File: src/rtl/dsu_pkg.sv
`timescale 1ns/1ps
package dsu_pkg;

    localparam int CLS_W = 3;

    typedef enum logic [CLS_W-1:0] {
        CLS_OTHER   = 3'd0,
        CLS_LOAD    = 3'd1,
        CLS_STORE   = 3'd2,
        CLS_NONSPEC = 3'd3,
        CLS_NOP     = 3'd4
    } slot_class_e;

    typedef struct packed {
        logic to_iq;
        logic to_lsq;
        logic to_nsq;
        logic tail_adv;
        logic issued;
        logic executed;
        logic can_commit;
    } route_t;

    typedef enum logic {
        ST_RUN  = 1'b0,
        ST_HOLD = 1'b1
    } ctrl_state_e;

endpackage

File: src/rtl/dsu_slot_decode.sv
`timescale 1ns/1ps
module dsu_slot_decode
    import dsu_pkg::*;
(
    input  logic [CLS_W-1:0] cls_i,
    output route_t           route_o
);

    always_comb begin
        route_o = '0;
        case (cls_i)
            CLS_LOAD: begin
                route_o.to_lsq = 1'b1;
                route_o.to_iq  = 1'b1;
            end
            CLS_STORE: begin
                route_o.to_lsq     = 1'b1;
                route_o.to_nsq     = 1'b1;
                route_o.can_commit = 1'b1;
            end
            CLS_NONSPEC: begin
                route_o.to_nsq     = 1'b1;
                route_o.can_commit = 1'b1;
            end
            CLS_NOP: begin
                route_o.tail_adv   = 1'b1;
                route_o.issued     = 1'b1;
                route_o.executed   = 1'b1;
                route_o.can_commit = 1'b1;
            end
            default: begin
                route_o.to_iq = 1'b1;
            end
        endcase
    end

endmodule

File: src/rtl/dsu_scan.sv
`timescale 1ns/1ps
module dsu_scan
    import dsu_pkg::*;
#(
    parameter int W  = 4,
    parameter int CW = 5
) (
    input  logic          enable_i,
    input  logic [W-1:0]  valid_i,
    input  logic [W-1:0]  squash_i,
    input  route_t        routes_i [W],
    input  logic [CW-1:0] free_i,
    output route_t        grant_o  [W],
    output logic          block_o
);

    always_comb begin
        logic          alive;
        logic [CW-1:0] left;
        logic          live_slot;
        logic          starved;
        alive   = enable_i;
        left    = free_i;
        block_o = 1'b0;
        for (int i = 0; i < W; i++) begin
            grant_o[i] = '0;
            live_slot  = alive && valid_i[i] && !squash_i[i];
            starved    = routes_i[i].to_iq && (left == '0);
            if (alive && !valid_i[i]) begin
                alive = 1'b0;
            end else if (live_slot && starved) begin
                block_o = 1'b1;
                alive   = 1'b0;
            end else if (live_slot) begin
                grant_o[i] = routes_i[i];
                if (routes_i[i].to_iq) begin
                    left = left - CW'(1);
                end
            end
        end
    end

endmodule

File: src/rtl/dsu_ctrl.sv
`timescale 1ns/1ps
module dsu_ctrl
    import dsu_pkg::*;
(
    input  logic clk,
    input  logic rst_n,
    input  logic block_i,
    input  logic free_nz_i,
    output logic run_o,
    output logic stall_o
);

    ctrl_state_e state, state_nx;

    always_ff @(posedge clk) begin
        if (!rst_n) state <= ST_RUN;
        else        state <= state_nx;
    end

    always_comb begin
        state_nx = state;
        unique case (state)
            ST_RUN:  if (block_i)   state_nx = ST_HOLD;  // T_BLOCK
            ST_HOLD: if (free_nz_i) state_nx = ST_RUN;   // T_RESUME
            default: state_nx = ST_RUN;
        endcase
    end

    always_comb begin
        run_o   = 1'b0;
        stall_o = 1'b0;
        unique case (state)
            ST_RUN: begin
                run_o   = 1'b1;
                stall_o = block_i;
            end
            ST_HOLD: begin
                stall_o = 1'b1;
            end
            default: ;
        endcase
    end

    p_block_stall_r7: assert property (@(posedge clk) disable iff (!rst_n)
        block_i |-> stall_o);

    p_block_hold_r9: assert property (@(posedge clk) disable iff (!rst_n)
        block_i |=> (state == ST_HOLD && stall_o));

    p_resume_r9: assert property (@(posedge clk) disable iff (!rst_n)
        (state == ST_HOLD && free_nz_i) |=> run_o);

    p_hold_no_block_r9: assert property (@(posedge clk) disable iff (!rst_n)
        !run_o |-> !block_i);

endmodule

File: src/rtl/dispatch_steer.sv
`timescale 1ns/1ps
module dispatch_steer
    import dsu_pkg::*;
#(
    parameter int W        = 4,
    parameter int IQ_DEPTH = 16,
    localparam int CW      = $clog2(IQ_DEPTH + 1)
) (
    input  logic             clk,
    input  logic             rst_n,
    input  logic [W-1:0]     grp_valid,
    input  logic [W-1:0]     grp_squash,
    input  logic [3*W-1:0]   grp_class,
    input  logic [CW-1:0]    iq_free,
    output logic [W-1:0]     iq_ins,
    output logic [W-1:0]     lsq_ins,
    output logic [W-1:0]     nsq_ins,
    output logic [W-1:0]     iq_tail_adv,
    output logic [W-1:0]     set_issued,
    output logic [W-1:0]     set_executed,
    output logic [W-1:0]     set_can_commit,
    output logic             block_req,
    output logic             stall_req
);

    route_t dec   [W];
    route_t grant [W];
    logic   run;

    for (genvar i = 0; i < W; i++) begin : g_slot
        dsu_slot_decode u_dec (
            .cls_i   (grp_class[i*CLS_W +: CLS_W]),
            .route_o (dec[i])
        );
        assign iq_ins[i]         = grant[i].to_iq;
        assign lsq_ins[i]        = grant[i].to_lsq;
        assign nsq_ins[i]        = grant[i].to_nsq;
        assign iq_tail_adv[i]    = grant[i].tail_adv;
        assign set_issued[i]     = grant[i].issued;
        assign set_executed[i]   = grant[i].executed;
        assign set_can_commit[i] = grant[i].can_commit;

        p_invalid_stop_r1: assert property (@(posedge clk) disable iff (!rst_n)
            !grp_valid[i] |->
                (((iq_ins | lsq_ins | nsq_ins | iq_tail_adv | set_can_commit) >> i) == '0));

        p_squash_skip_r2: assert property (@(posedge clk) disable iff (!rst_n)
            grp_squash[i] |->
                !(iq_ins[i] || lsq_ins[i] || nsq_ins[i] || iq_tail_adv[i] || set_can_commit[i]));
    end

    dsu_scan #(.W(W), .CW(CW)) u_scan (
        .enable_i (run),
        .valid_i  (grp_valid),
        .squash_i (grp_squash),
        .routes_i (dec),
        .free_i   (iq_free),
        .grant_o  (grant),
        .block_o  (block_req)
    );

    dsu_ctrl u_ctrl (
        .clk       (clk),
        .rst_n     (rst_n),
        .block_i   (block_req),
        .free_nz_i (|iq_free),
        .run_o     (run),
        .stall_o   (stall_req)
    );

    p_no_iq_for_deferred_r4: assert property (@(posedge clk) disable iff (!rst_n)
        (iq_ins & nsq_ins) == '0);

    p_capacity_r8: assert property (@(posedge clk) disable iff (!rst_n)
        $countones(iq_ins) <= int'(iq_free));

    p_hold_quiet_r9: assert property (@(posedge clk) disable iff (!rst_n)
        (stall_req && !block_req) |->
            ((iq_ins | lsq_ins | nsq_ins | iq_tail_adv | set_can_commit) == '0));

endmodule

File: config.mk
export PLATFORM = sky130hd
export DESIGN_NAME = dispatch_steer
export DESIGN_NICKNAME = d
export VERILOG_FILES = /design/src/rtl/dsu_pkg.sv /design/src/rtl/dsu_slot_decode.sv /design/src/rtl/dsu_scan.sv /design/src/rtl/dsu_ctrl.sv /design/src/rtl/dispatch_steer.sv
export SDC_FILE = /design/constraint.sdc
export NUM_CORES = 1
export LEC_CHECK = 0
export ABC_CLOCK_PERIOD_IN_PS = 4900
export BUFFER_PORTS_ARGS = -buffer_cell sky130_fd_sc_hd__buf_2
export CORE_ASPECT_RATIO = 0.75
export CORE_UTILIZATION = 44
export CTS_BUF_LIST = sky130_fd_sc_hd__clkbuf_8
export DETAILED_ROUTE_END_ITERATION = 6
export PLACE_DENSITY = 0.8
export SLEW_MARGIN = 20
export SYNTH_ARGS = -nofsm -noshare
export SYNTH_HDL_FRONTEND = slang
export SYNTH_SLANG_ARGS = --single-unit
File: constraint.sdc
create_clock -name clk -period 4.9 [get_ports clk]
set_input_delay 0.49 -clock clk [delete_from_list [all_inputs] [get_ports clk]]
set_output_delay 0.49 -clock clk [all_outputs]
set_load 0.02 [all_outputs]
==> impl_metrics.py, run 1 <==
metrics = {
    "outcome": {
        "outcome": "complete, no violations",
    },
    "logic_synthesis": {
        "synthesis.nets": 191,
        "yosys_register_bits": 1,
        "synth_cells": 159,
        "avgSynthCellArea_um2": 7.41,
        "ys_async_sr_fraction_pct": 0,
        "yosysMostFrequentCell": "nor2_1",
        "synth_top_area_cell": "buf_4",
        "synth_area_um2": 1180,
        "synth_edf_count": 0,
        "seq_area_frac_synth_pct": 1.70,
        "synth.area.top_cells": "buf_4 5.7%, nor2_1 5.4%, ha_1 5.3%",
        "synthTopCellsByCount": "17 x nor2_1, 10 x nand2_1, 9 x buf_4",
        "ys.flop_type": "dfxtp_1",
        "synth_top_area_share_pct": 5.73,
        "ys_types": 56,
        "yosys_warnings": 0,
    },
    "global_route": {
        "track_usage_pct": 27.7,
        "antenna_found_initial": 0,
        "grt_pass1_vias": 1362,
        "grt-ovfl-total": 0,
        "grt_pass1_wl_mm": 5.99,
        "grt_max_degree": 10,
    },
    "cells_and_area": {
        "multiInputGateArea_um2": 1210,
        "largest_reg_flops": 1,
        "area_delta_synth_final_pct": 55.1,
        "largest_registers": "u_ctrl.state (1)",
        "fillers": 169,
        "final_area_um2": 1830,
        "n_antenna_cell": 0,
        "instances_no_fill": 262,
        "regArea_um2": 20.0,
        "postLayoutCoreUtil_pct": 75.5,
        "regMostFlops": "u_ctrl.state",
        "final_nets": 262,
        "drive_gt1_share_pct": 56.1,
    },
    "place": {
        "gp_congestion": 1.02,
        "dpl.cell_count": 251,
        "pre_cts_ws_ns": -0.155,
        "dp_hpwl_mm": 3.34,
        "place.port_buffers": 56,
        "dpl-instance-area_um2": 1660,
    },
    "routing": {
        "antenna_left": 0,
        "drc": 0,
        "viasPerCell": 6.00,
        "firstDrtPassIters": 4,
        "drt_iter0_markers": 121,
        "wl_mm": 4.31,
        "vias": 1573,
        "routedWlPerCell_um": 16.4,
    },
    "timing": {
        "max_freq_mhz": 206,
        "final.setup.worst_slack_ns": 0.0455,
        "period_share_pct": 99.1,
        "tightest_slew_ns": 0.607,
        "fin_tns_setup_ns": 0,
        "rsz0062_at_grt": "yes",
        "timing.final.crit_period_ns": 4.85,
        "setup-violations-final": 0,
        "drv_slew": 0,
        "slew_headroom_pct": 59.5,
        "hold_viol": 0,
        "whs_ns": 0.606,
        "finClkSkew_ns": 0,
    },
    "clock_tree": {
        "cts.clk_slew.worst_paths_ns": 0,
        "clock_latency_ns": 0,
    },
    "setup_path": {
        "rrSetupSlack_ns": 0.84,
        "path_common_cell": "ha_4",
        "cp_slowest_cell": "or4b_4",
        "cp-start-kind": "primary input",
        "critPathTopFamily": "simple AND/OR/NAND/NOR gates",
        "critical-path-max-stage-delay_ns": 0.49,
        "crit_path_start": "iq_free[0]",
        "required_ns": 4.41,
        "cp_max_fo": 4,
        "critical_path_buf_inv_count": 3,
        "worstSetupEndpointType": "output pin",
        "cp.arrival_ns": 4.36,
        "crit_type": "primary input to output pin",
        "path_cells": "buf_8, inv_6, ha_4, or4b_4, a21oi_4, nor2_4, ha_4, nor4bb_4, a41oi_2, nand3_2, o31ai_4, mux2_4, ha_4, or3b_1, mux2i_1, nor4bb_2, o21a_1, o21ai_2, and4_4, buf_6",
        "r2r-start": "u_ctrl.state",
    },
    "worst_hold_path": {
        "hp-class": "flip-flop to flip-flop",
        "holdCritStartpoint": "u_ctrl.state",
    },
    "floorplanning": {
        "initial_utilization_pct": 48.7,
        "die-width_um": 61.8,
        "die_h_um": 46.8,
        "rows": 15,
        "die_area_um2": 2890,
        "io_pins": 57,
        "core-area_um2": 2420,
    },
    "power_and_ir_drop": {
        "powerDensity_nw_per_um2": 83.3,
        "power_mw": 0.152,
        "ir_drop_v": 0.0000568,
        "p_leak_nw": 0.804,
    },
    "job": {
        "max-cap-violations": 0,
    },
}
==> placed cells by master (no fill, tap or decap), types with 5 or more instances in the layout <==
master   count
buf_2       48
nor2_1      15
nor3b_1      5
inv_1        5
mux2i_1      5
o21ai_0      5
xnor2_1      5
buf_4       28
nor3_1       8
nand2_1      9
==> cell families after synthesis <==
family	Yosys count	synth area share, %
xor+xnor	5	3.72
compound gates	33	22.4
buf+inv	20	9.45
flops	1	1.70
simple gates	88	51.3
mux	7	6.16
fa+ha+maj	5	5.31
==> path summary, 6_finish.rpt <==
check | cells after the start | to
worst max-delay path | 20 | iq_ins[3]
worst min-delay path | 3 | u_ctrl.state
worst max register to register | 17 | u_ctrl.state
worst min register to register | 3 | u_ctrl.state
==> layout make-up <==
class | instances | share of cell area, %
inverters | 7 | 1.85
flip-flops and latches | 1 | 1.10
repair buffers | 82 | 28.7
well taps | 34 | 2.33
multi-input cells | 138 | 66.0
==> metal layers <==
metal  vias to the layer above  wire (µm)  global-route usage [%]  share of wire, %
li1                        738          -                       -                 -
met1                       716       1750                    34.9                41
met2                       103       2120                    52.9                49
met3                        16        331                    1.10               7.7
met4                         0        100                    6.22               2.3
met5                         -          0                       0                 0
==> repair_timing <==
item,CTS,global route
resized for setup,3,22
pin swaps,6,13
buffers inserted,4,7
setup endpoints to repair,4,4
hold buffers,0,0
==> report_power, final <==
group / internal, mW / total (mW) / switching [mW] / leakage [nW]
clock network: 0 / 0 / 0 / 0
registers: 0.00841 / 0.00858 / 0.000166 / 0.00806
logic: 0.0672 / 0.144 / 0.0765 / 0.796
==> worst reg2reg max path, cell delays in order, from the launching register on <==
cell and delay, ns:
dfxtp_1 0.34, or3b_4 0.44, nor3_4 0.29, a21oi_4 0.11
nor2_4 0.16, ha_4 0.16, nor4bb_4 0.20, a41oi_2 0.17
nand3_2 0.12, o31ai_4 0.10, mux2_4 0.34, ha_4 0.26
or3b_1 0.33, mux2i_1 0.18, nor4bb_2 0.25, o21a_1 0.23
o2111ai_2 0.15, a21oi_1 0.18
(Power assumes the default switching activity.)
==> run 2, diff against run 1 <==
==> constraint.sdc (replaced) <==
create_clock -name clk -period 4.9 [get_ports clk]
set_input_delay 0.735 -clock clk [delete_from_list [all_inputs] [get_ports clk]]
set_output_delay 0.735 -clock clk [all_outputs]
set_load 0.02 [all_outputs]
==> run 2 against run 1 <==
The flow now finishes with violations (setup timing); largest power group unchanged; critical path type unchanged; sequential share of layout area decreased by 0.16 points; critical endpoint is now lsq_ins[3]; design area grew 17%; critical path depth is the same; register-to-register slack got worse by 0.02 ns.
==> impl_metrics.py, run 2 (synthesis gave the netlist of run 1 again) <==
metrics = {
    "routing": {
        "viasPerCell": 6.08,
        "drc": 0,
        "routedWlPerCell_um": 19.2,
        "vias": 1769,
        "wl_mm": 5.58,
        "firstDrtPassIters": 4,
        "antenna_left": 0,
        "drt_iter0_markers": 92,
    },
    "floorplanning": {
        "initial_utilization_pct": 48.7,
        "die-width_um": 61.8,
        "die_h_um": 46.8,
        "rows": 15,
        "io_pins": 57,
        "core-area_um2": 2420,
        "die_area_um2": 2890,
    },
    "clock_tree": {
        "cts.clk_slew.worst_paths_ns": 0,
        "clock_latency_ns": 0,
        "hold_buffers": 0,
    },
    "power_and_ir_drop": {
        "ir_drop_v": 0.0000612,
        "clkPwrFrac_pct": 0,
        "netSwitchingFraction_pct": 49.9,
        "p_leak_nw": 0.975,
        "power.internal_mw": 0.0928,
        "powerDensity_nw_per_um2": 86.5,
        "power_frac_seq_pct": 4.6,
        "combinationalPowerShare_pct": 95.4,
        "switchingPower_mw": 0.0925,
    },
    "global_route": {
        "globalRouteMet1Util_pct": 41.1,
        "met3_usage_pct": 3.03,
        "grt-ovfl-total": 0,
        "grt_pass1_wl_mm": 7.47,
        "antenna_found_initial": 0,
        "grt-busiest-layer": "met2",
        "grt_use_met2_pct": 69.0,
        "grt_max_degree": 10,
        "grt_pass1_vias": 1650,
        "track_usage_pct": 35.4,
    },
    "cells_and_area": {
        "final_nets": 291,
        "drive_gt1_share_pct": 64.6,
        "layout_commonest_cell": "buf_4",
        "postLayoutCoreUtil_pct": 88.5,
        "largest_reg_flops": 1,
        "largest_registers": "u_ctrl.state (1)",
        "instances_no_fill": 291,
        "area_delta_synth_final_pct": 81.7,
        "most-common-layout-cells": "56 x buf_4, 45 x buf_2, 13 x nor2_1",
        "regMostFlops": "u_ctrl.state",
        "final_area_um2": 2140,
        "n_antenna_cell": 0,
        "fillers": 127,
    },
    "timing": {
        "final.setup.worst_slack_ns": -0.419,
        "setup-violations-final": 9,
        "hold_viol": 0,
        "tightest_slew_ns": 0.651,
        "max_freq_mhz": 188,
        "period_share_pct": 109,
        "drv_slew": 0,
        "slew_headroom_pct": 56.5,
        "finClkSkew_ns": 0,
        "rsz0062_at_grt": "yes",
        "timing.final.crit_period_ns": 5.32,
    },
    "setup_path": {
        "cp-start-kind": "primary input",
        "cp.arrival_ns": 4.58,
        "worstSetupEndpointType": "output pin",
        "crit_type": "primary input to output pin",
        "cp_max_fo": 3,
        "required_ns": 4.16,
    },
    "place": {
        "dp_hpwl_mm": 3.93,
        "gp_congestion": 0.935,
        "dpl-instance-area_um2": 1910,
        "place.port_buffers": 56,
        "dpl.cell_count": 279,
    },
    "outcome": {
        "outcome": "finished, violations left",
        "violations": "setup timing",
    },
    "worst_hold_path": {
        "hp-class": "flip-flop to flip-flop",
    },
    "job": {
        "max-cap-violations": 0,
    },
}
run 2: cell count changes in the layout (fill, tap and decap cells not counted), moves of 2 or more:
cell and change:
buf_2 -3, nor2_4 +2, buf_4 +28, nor2_1 -2, buf_6 +4
run 2: worst paths after layout:
path / slack [ns] / start / depth (start not counted) / to
worst min register to register: 0.62 / u_ctrl.state / 3 / u_ctrl.state
worst max-delay path: -0.42 / iq_free[1] / 20 / lsq_ins[3]
worst max register to register: 0.82 / u_ctrl.state / 18 / u_ctrl.state
worst min-delay path: 0.62 / u_ctrl.state / 3 / u_ctrl.state
run 2: final cells by class:
class | instances | area (µm²) | area share [%]
multi-input cells | 138 | 1280 | 59.6
repair buffers | 111 | 766 | 35.7
well taps | 34 | 42.5 | 1.99
inverters | 7 | 36.3 | 1.69
flip-flops and latches | 1 | 20.0 | 0.935
run 2: metrics by stage:
stage                     setup TNS (ns)  hold slack [ns]  power, mW  setup slack, ns
after floorplan                    -2.31            0.555     0.0954           -0.427
after global placement             -1.24            0.602      0.148           -0.343
after detailed placement           -2.03            0.613      0.156           -0.477
after CTS                          -1.07            0.607      0.166           -0.295
after global routing               -2.91            0.630      0.194           -0.532
final                              -1.89            0.617      0.185           -0.419
run 2: critical path: stages:
cell      delay [ns]
buf_8           0.10
inv_4           0.05
ha_4            0.13
or4b_4          0.49
a21oi_4         0.21
nor2_4          0.06
ha_4            0.18
nor4bb_4        0.15
a41oi_2         0.21
nand3_2         0.12
o31ai_4         0.10
mux2_4          0.37
ha_4            0.27
or3b_1          0.36
mux2i_2         0.21
nor4bb_4        0.23
o21a_2          0.22
o21ai_4         0.08
nor4b_4         0.15
buf_4           0.17
run 2: metal layers:
layer  routed length (µm)  part of all wire (%)  up-vias
met5                    0                     0        -
met4                  270                   4.8        0
met3                  424                   7.6       37
met2                 2790                    50      119
met1                 2080                    37      819
li1                     -                     -      794
run 2: what timing repair did:
item / CTS / global route
setup endpoints to repair: 8 / 8
resized for setup: 18 / 19
pin swaps: 14 / 11
setup buffers: 5 / 7
cloned: 0 / 0
run 2: power groups by stage:
stage	clock network (mW)	registers [mW]	logic, mW
finish	0	0.00859	0.177
global route	0	0.00860	0.185
CTS	0	0.00858	0.157
detailed placement	0	0.00857	0.148
global placement	0	0.00856	0.139
floorplan	0	0.00853	0.0869
